==> src/rtl/sev_pkg.sv <==
package sev_pkg;
    typedef enum logic [1:0] {
        SL_IDLE,
        SL_BOUNDARY,
        SL_SHIFT
    } slice_state_t;
endpackage

==> src/rtl/sev_slice_timer.sv <==
module sev_slice_timer #(
    parameter int SHORT_SLOTS = 8,
    parameter int LONG_SLOTS  = 16
) (
    input  logic clk,
    input  logic rst_n,
    input  logic mode_long,
    output logic load_now,
    output logic load_long,
    output logic strobe,
    output logic slice_long
);
    import sev_pkg::*;

    localparam int CW = $clog2(LONG_SLOTS);

    slice_state_t state_q, state_d;
    logic [CW-1:0] slot_q;
    logic          long_q;
    logic          last_slot;

    assign last_slot = long_q ? (slot_q == CW'(LONG_SLOTS - 1))
                              : (slot_q == CW'(SHORT_SLOTS - 1));

    // state register
    always_ff @(posedge clk) begin
        if (!rst_n) begin
            state_q <= SL_IDLE;
            slot_q  <= '0;
            long_q  <= 1'b0;
        end else begin
            state_q <= state_d;
            if (load_now) begin
                slot_q <= '0;
                long_q <= mode_long;
            end else if (state_q != SL_IDLE) begin
                slot_q <= slot_q + 1'b1;
            end
        end
    end

    // next state
    always_comb begin
        state_d = state_q;
        unique case (state_q)
            SL_IDLE:     state_d = SL_BOUNDARY;
            SL_BOUNDARY: state_d = SL_SHIFT;
            SL_SHIFT:    state_d = last_slot ? SL_BOUNDARY : SL_SHIFT;
            default:     state_d = SL_IDLE;
        endcase
    end

    // outputs
    always_comb begin
        load_now   = (state_d == SL_BOUNDARY);
        load_long  = mode_long;
        strobe     = (state_q == SL_BOUNDARY);
        slice_long = long_q;
    end

    // a slice spans at least two clocks, so strobes never touch
    assert_strobe_gap_R2: assert property (@(posedge clk) disable iff (!rst_n)
        strobe |=> !strobe);

    // mode flag moves only on a load edge
    assert_mode_hold_R3: assert property (@(posedge clk) disable iff (!rst_n)
        !load_now |=> $stable(slice_long));
endmodule

==> src/rtl/sev_lane_fifo.sv <==
module sev_lane_fifo #(
    parameter int W     = 64,
    parameter int DEPTH = 4
) (
    input  logic         clk,
    input  logic         rst_n,
    input  logic         push,
    input  logic [W-1:0] din,
    input  logic         pop,
    output logic [W-1:0] dout,
    output logic         full,
    output logic         empty
);
    localparam int PW = (DEPTH > 1) ? $clog2(DEPTH) : 1;
    localparam int CW = $clog2(DEPTH + 1);

    logic [W-1:0]  mem [DEPTH];
    logic [PW-1:0] wp_q, rp_q;
    logic [CW-1:0] cnt_q;

    function automatic logic [PW-1:0] bump(input logic [PW-1:0] p);
        return (p == PW'(DEPTH - 1)) ? '0 : p + 1'b1;
    endfunction

    always_ff @(posedge clk) begin
        if (!rst_n) begin
            wp_q  <= '0;
            rp_q  <= '0;
            cnt_q <= '0;
        end else begin
            if (push) begin
                mem[wp_q] <= din;
                wp_q      <= bump(wp_q);
            end
            if (pop) rp_q <= bump(rp_q);
            unique case ({push, pop})
                2'b10:   cnt_q <= cnt_q + 1'b1;
                2'b01:   cnt_q <= cnt_q - 1'b1;
                default: cnt_q <= cnt_q;
            endcase
        end
    end

    assign dout  = mem[rp_q];
    assign full  = (cnt_q == CW'(DEPTH));
    assign empty = (cnt_q == '0);

    assert_no_overflow_R8: assert property (@(posedge clk) disable iff (!rst_n)
        push |-> !full);

    assert_no_underflow_R5: assert property (@(posedge clk) disable iff (!rst_n)
        pop |-> !empty);
endmodule

==> src/rtl/sev_lane_shifter.sv <==
module sev_lane_shifter #(
    parameter int W       = 64,
    parameter int SHORT_W = 32,
    parameter int LINES   = 4
) (
    input  logic             clk,
    input  logic             rst_n,
    input  logic             load,
    input  logic             load_long,
    input  logic [W-1:0]     word,
    output logic [LINES-1:0] nibble
);
    logic [W-1:0] sr_q;

    always_ff @(posedge clk) begin
        if (!rst_n) begin
            sr_q <= '0;
        end else if (load) begin
            sr_q <= load_long ? word : {word[SHORT_W-1:0], {(W - SHORT_W){1'b0}}};
        end else begin
            sr_q <= sr_q << LINES;
        end
    end

    assign nibble = sr_q[W-1 -: LINES];
endmodule

==> src/rtl/slice_event_serializer.sv <==
module slice_event_serializer #(
    parameter int GROUPS     = 4,
    parameter int LINES      = 4,
    parameter int FIFO_DEPTH = 4,
    parameter int SHORT_W    = 32,
    parameter int LONG_W     = 64
) (
    input  logic                      clk,
    input  logic                      rst_n,
    input  logic                      mode_long,
    input  logic                      in_valid,
    input  logic [LONG_W-1:0]         in_word,
    output logic                      in_ready,
    output logic                      slice_clk_out,
    output logic                      slice_strobe,
    output logic                      slice_long,
    output logic [GROUPS*LINES-1:0]   lanes_out
);
    localparam int SHORT_SLOTS = SHORT_W / LINES;
    localparam int LONG_SLOTS  = LONG_W / LINES;
    localparam int GPW         = (GROUPS > 1) ? $clog2(GROUPS) : 1;

    logic              load_now, load_long;
    logic [GROUPS-1:0] full_vec, empty_vec, push_vec;
    logic [GPW-1:0]    ptr_q, sel;
    logic              found, store;

    assign slice_clk_out = clk;

    sev_slice_timer #(
        .SHORT_SLOTS (SHORT_SLOTS),
        .LONG_SLOTS  (LONG_SLOTS)
    ) u_timer (
        .clk        (clk),
        .rst_n      (rst_n),
        .mode_long  (mode_long),
        .load_now   (load_now),
        .load_long  (load_long),
        .strobe     (slice_strobe),
        .slice_long (slice_long)
    );

    // round-robin pick among groups with space
    always_comb begin
        sel   = '0;
        found = 1'b0;
        for (int i = 0; i < GROUPS; i++) begin
            if (!found && !full_vec[(int'(ptr_q) + i) % GROUPS]) begin
                found = 1'b1;
                sel   = GPW'((int'(ptr_q) + i) % GROUPS);
            end
        end
    end

    assign in_ready = ~&full_vec;
    assign store    = in_valid && in_ready && (|in_word);

    always_ff @(posedge clk) begin
        if (!rst_n) ptr_q <= '0;
        else if (store) ptr_q <= GPW'((int'(sel) + 1) % GROUPS);
    end

    for (genvar g = 0; g < GROUPS; g++) begin : g_lane
        logic [LONG_W-1:0] head;
        logic [LONG_W-1:0] next_word;
        logic [LINES-1:0]  nib;

        assign push_vec[g] = store && (sel == GPW'(g));
        assign next_word   = empty_vec[g] ? '0 : head;

        sev_lane_fifo #(
            .W     (LONG_W),
            .DEPTH (FIFO_DEPTH)
        ) u_fifo (
            .clk   (clk),
            .rst_n (rst_n),
            .push  (push_vec[g]),
            .din   (in_word),
            .pop   (load_now && !empty_vec[g]),
            .dout  (head),
            .full  (full_vec[g]),
            .empty (empty_vec[g])
        );

        sev_lane_shifter #(
            .W       (LONG_W),
            .SHORT_W (SHORT_W),
            .LINES   (LINES)
        ) u_shift (
            .clk       (clk),
            .rst_n     (rst_n),
            .load      (load_now),
            .load_long (load_long),
            .word      (next_word),
            .nibble    (nib)
        );

        assign lanes_out[g*LINES +: LINES] = nib;
    end

    assert_single_push_R7: assert property (@(posedge clk) disable iff (!rst_n)
        $onehot0(push_vec));

    assert_zero_dropped_R9: assert property (@(posedge clk) disable iff (!rst_n)
        (in_valid && in_word == '0) |-> (push_vec == '0));
endmodule

==> config.mk <==
export PLATFORM = sky130hd
export DESIGN_NAME = slice_event_serializer
export DESIGN_NICKNAME = d
export VERILOG_FILES = /design/src/rtl/sev_pkg.sv /design/src/rtl/sev_slice_timer.sv /design/src/rtl/sev_lane_fifo.sv /design/src/rtl/sev_lane_shifter.sv /design/src/rtl/slice_event_serializer.sv
export SDC_FILE = /design/constraint.sdc
export NUM_CORES = 1
export LEC_CHECK = 0
export BUFFER_PORTS_ARGS = -buffer_cell sky130_fd_sc_hd__buf_2
export CAP_MARGIN = 5
export CORE_ASPECT_RATIO = 0.9
export CORE_MARGIN = 2
export CORE_UTILIZATION = 40
export DETAILED_ROUTE_END_ITERATION = 8
export GPL_ROUTABILITY_DRIVEN = 0
export GPL_TIMING_DRIVEN = 0
export SLEW_MARGIN = 20
export SYNTH_ARGS = -nofsm -noshare
export SYNTH_HDL_FRONTEND = slang
export SYNTH_SLANG_ARGS = --single-unit
==> constraint.sdc <==
create_clock -name clk -period 12.23 [get_ports clk]
set_input_delay 2.446 -clock clk [delete_from_list [all_inputs] [get_ports clk]]
set_output_delay 2.446 -clock clk [all_outputs]
set_load 0.01 [all_outputs]
==> impl_results.md <==
- DR vias/cell: around 5.7
- # nets final: ~3.1k
- Total routed wirelength: between 100000 and 150000 µm
- DP HPWL: ~96000 µm
- CP max stage cell: clkbuf_16
- Iteration-0 DRC Markers: approximately 3.9k
- Setup violators final: 0
- Worst VDD drop: approximately 0.00013 V
- Initial antenna violation count: 7
- Pre-CTS WS: ~3.4 ns
- Yosys reg bits: between 1k and 1.5k
- Synth top cells by count: 1024 x edfxtp_1, 301 x dfxtp_1, 256 x mux4_2, 236 x nand2_1
- CP Class: clk2out
- Synth top area cells: edfxtp_1 63%, dfxtp_1 12%, mux4_2 12%, mux2i_1 2.7%, nand2_1 1.8%
- Starting density of the core: between 40% and 50%
- Port bufs: between 80 and 90
- Core Area: approximately 0.12 mm²
- Synth top area share: a little over three fifths
- CP peak stage delay: about 0.13 ns
- ANT nets after route: 0
- Pin count of the biggest net entering global routing: 43
- Num ports: 88
- P_sw: roughly 0.0029 W
- Area Overhead vs Synth: 15.5%
- Hold buffers post-CTS: 0
- Fin util: 46.7%
- Die area: roughly 0.13 mm²
- Synth Instances: around 2.7k
- Post-synth top area cell: edfxtp_1
- Required @ worst endpoint: between 9 and 10 ns
- CP cell instances: clkbuf_16 -> clkbuf_16 -> buf_4 -> buf_2
- Startpoint types: clock port
- First-pass GRT wire length: 193000 µm
- Crit path DAT: 6.60 ns
- Mapped Nets: 2804
- Syn avg cell area: between 15 and 20 µm²
- Switching Fraction: 26.2%
- Clock share of power: between 30% and 40%
- GR Overflow Total: 0
- Die X: approximately 370 µm
- Outcome: finished, final reports clean
- Clock Pin Slew Worst Setup and Hold Paths: around 0.06 ns
- Die Ht: 336 µm
- Top cell by count, worst path: clkbuf_16
- Layout cell share with drive strength beyond 1: a little under a quarter
- Worst setup margin: 3.18 ns
- EDFF count, synth: between 1k and 1.5k
- RSZ-0062 raised after global routing: false
- GRT Total Usage: roughly 22%
- # rows: 121
- PwrDens: 193 mW/mm²
- FILL cells: 10.2k
- Ys Warns: 0
- WL per Instance: a little under 30 µm
- Routed via count: 26.8k
- Drt pass-1 iters: 6
- CTS tree: yes
- Leak: about 18 nW
- Syn Std Cell Area: 0.0491 mm²
- Distinct cells, synth: between 50 and 60
- Share of the yosys chip area belonging to registers: 74.9%
- Vias in the first global route: about 27k
- Reg power frac: 47.1%
- Hold Fails Final Rpt: 0
- Combinational Power Share: approximately 16%
- CTS resizes: 0
- Worst Max-Slew Pin Slew: 1.20 ns
- Pint: slightly above 0.008 W
- HP Class: reg2reg
- Setup Fix Bufs, Post-CTS: 0
- Relative slew slack: between 20% and 30%
- Most frequent cell after synthesis: edfxtp_1
- CP Capture Type: output port
- Clock skew: ~0.028 ns
- Max Cap Violations: 0
- Max-slew violation count: 0
- Most used DFF post-synth: edfxtp_1
- # DRC: 0
- Clock latency on the worst-skew pair: 0.86 ns
- Critical path fanouts, max: 2
- Ys async rst share: 0%
[kinds of logic after synthesis]
| family | count (synthesis) | share of synthesized area [%] |
|---|---|---|
| multiplexers | 392 | 14.5 |
| AO/OA/AOI/OAI | 285 | 3.23 |
| AND/OR/NAND/NOR | 466 | 4.51 |
| buffers and inverters | 199 | 1.78 |
| adder cells (fa/ha/maj) | 29 | 0.801 |
| flip-flops | 1325 | 74.9 |
| XOR/XNOR | 11 | 0.196 |
[final cells by class]
| class | count | area, µm² | share of cell area, % |
|---|---|---|---|
| antenna | 3 | 7.51 | 0.0132 |
| clock inverter | 45 | 434 | 0.766 |
| buffer | 166 | 756 | 1.33 |
| timing repair buffer | 181 | 1250 | 2.21 |
| tap | 1599 | 2000 | 3.53 |
| multi-input combinational | 1183 | 11500 | 20.3 |
| inverter | 33 | 124 | 0.219 |
| sequential | 1325 | 36800 | 64.9 |
| clock buffer | 191 | 3830 | 6.75 |
[worst paths after layout]
path / from / end / slack (ns) / depth (start not counted)
setup / recovery: clk / slice_clk_out / 3.18 / 4
hold / removal: g_lane[2].u_shift.sr_q[40] / g_lane[2].u_shift.sr_q[44] / 0.42 / 2
setup reg to reg: g_lane[1].u_fifo.cnt_q[2] / g_lane[3].u_fifo.mem[2][51] / 7.80 / 12
hold reg to reg: g_lane[2].u_shift.sr_q[40] / g_lane[2].u_shift.sr_q[44] / 0.42 / 2
[worst max-delay path, delay by kind of cell]
family,cells,cell delay [ns]
buffers and inverters,4,0.49
[state kept, by name (all words and copies together) (netlist names), named ones only]
| name | flops |
|---|---|
| g_lane.u_fifo.mem | 1024 |
| g_lane.u_shift.sr_q | 256 |
| g_lane.u_fifo.cnt_q | 12 |
| g_lane.u_fifo.rp_q | 8 |
| g_lane.u_fifo.wp_q | 8 |
| u_timer.slot_q | 4 |
| ptr_q | 2 |
| u_timer.state_q | 2 |
| u_timer.slice_long | 1 |
[metrics by stage]
stage / area, µm² / power, W / setup TNS (ns) / hold WS (ns) / std cells
6_report: 56700 / 0.0109 / 0 / 0.421 / 4726
2_1_floorplan: 49100 / 0.00632 / 0 / 0.401 / 2707
3_3_place_gp: 51500 / 0.00698 / -1759.82 / 0.412 / 4391
5_1_grt: 56700 / 0.0113 / 0 / 0.445 / 4723
4_1_cts: 56700 / 0.0110 / 0 / 0.415 / 4723
3_5_place_dp: 52400 / 0.00702 / 0 / 0.414 / 4488
[layer usage]
metal | track usage [%] | wire length [µm] | vias up
met2 | 33.5 | 62300 | 1345
met3 | 4.14 | 13000 | 193
met5 | 0 | 0 | -
met4 | 6.91 | 3520 | 0
met1 | 31.2 | 57500 | 14100
li1 | - | - | 11200
[cell usage in the layout (no fill, tap or decap), types with 4 or more instances in the layout]
| master | instances |
|---|---|
| buf_16 | 8 |
| o31ai_1 | 4 |
| a21oi_1 | 113 |
| mux2i_1 | 132 |
| nand3_1 | 101 |
| buf_2 | 151 |
| clkinv_2 | 8 |
| dfxtp_1 | 301 |
| a22o_1 | 25 |
| bufinv_16 | 7 |
| clkinvlp_4 | 7 |
| nor3_2 | 4 |
| nor4b_2 | 4 |
| ha_1 | 25 |
| nor4_1 | 16 |
| clkbuf_2 | 6 |
| or3_1 | 12 |
| buf_4 | 82 |
| mux2_2 | 4 |
| mux4_2 | 256 |
| inv_1 | 32 |
| and2_4 | 4 |
| o21ai_0 | 132 |
| clkbuf_1 | 137 |
| clkinv_1 | 15 |
| nor3_1 | 4 |
| nand2_1 | 236 |
| fa_1 | 4 |
| inv_6 | 7 |
| clkbuf_8 | 11 |
| edfxtp_1 | 1024 |
| nor2_1 | 30 |
| clkbuf_16 | 141 |
| and2_1 | 20 |
| nand4_1 | 10 |
| and3_4 | 4 |
| xor2_1 | 11 |
[power groups by stage]
stage	registers, W	clock network [W]	logic (W)
after floorplan	0.00523	0.00000674	0.00108
after global placement	0.00527	0.00000933	0.00170
after detailed placement	0.00525	0.00000933	0.00176
after CTS	0.00516	0.00407	0.00177
after global routing	0.00517	0.00426	0.00187
final	0.00516	0.00402	0.00176
(Power assumes the default switching activity.)
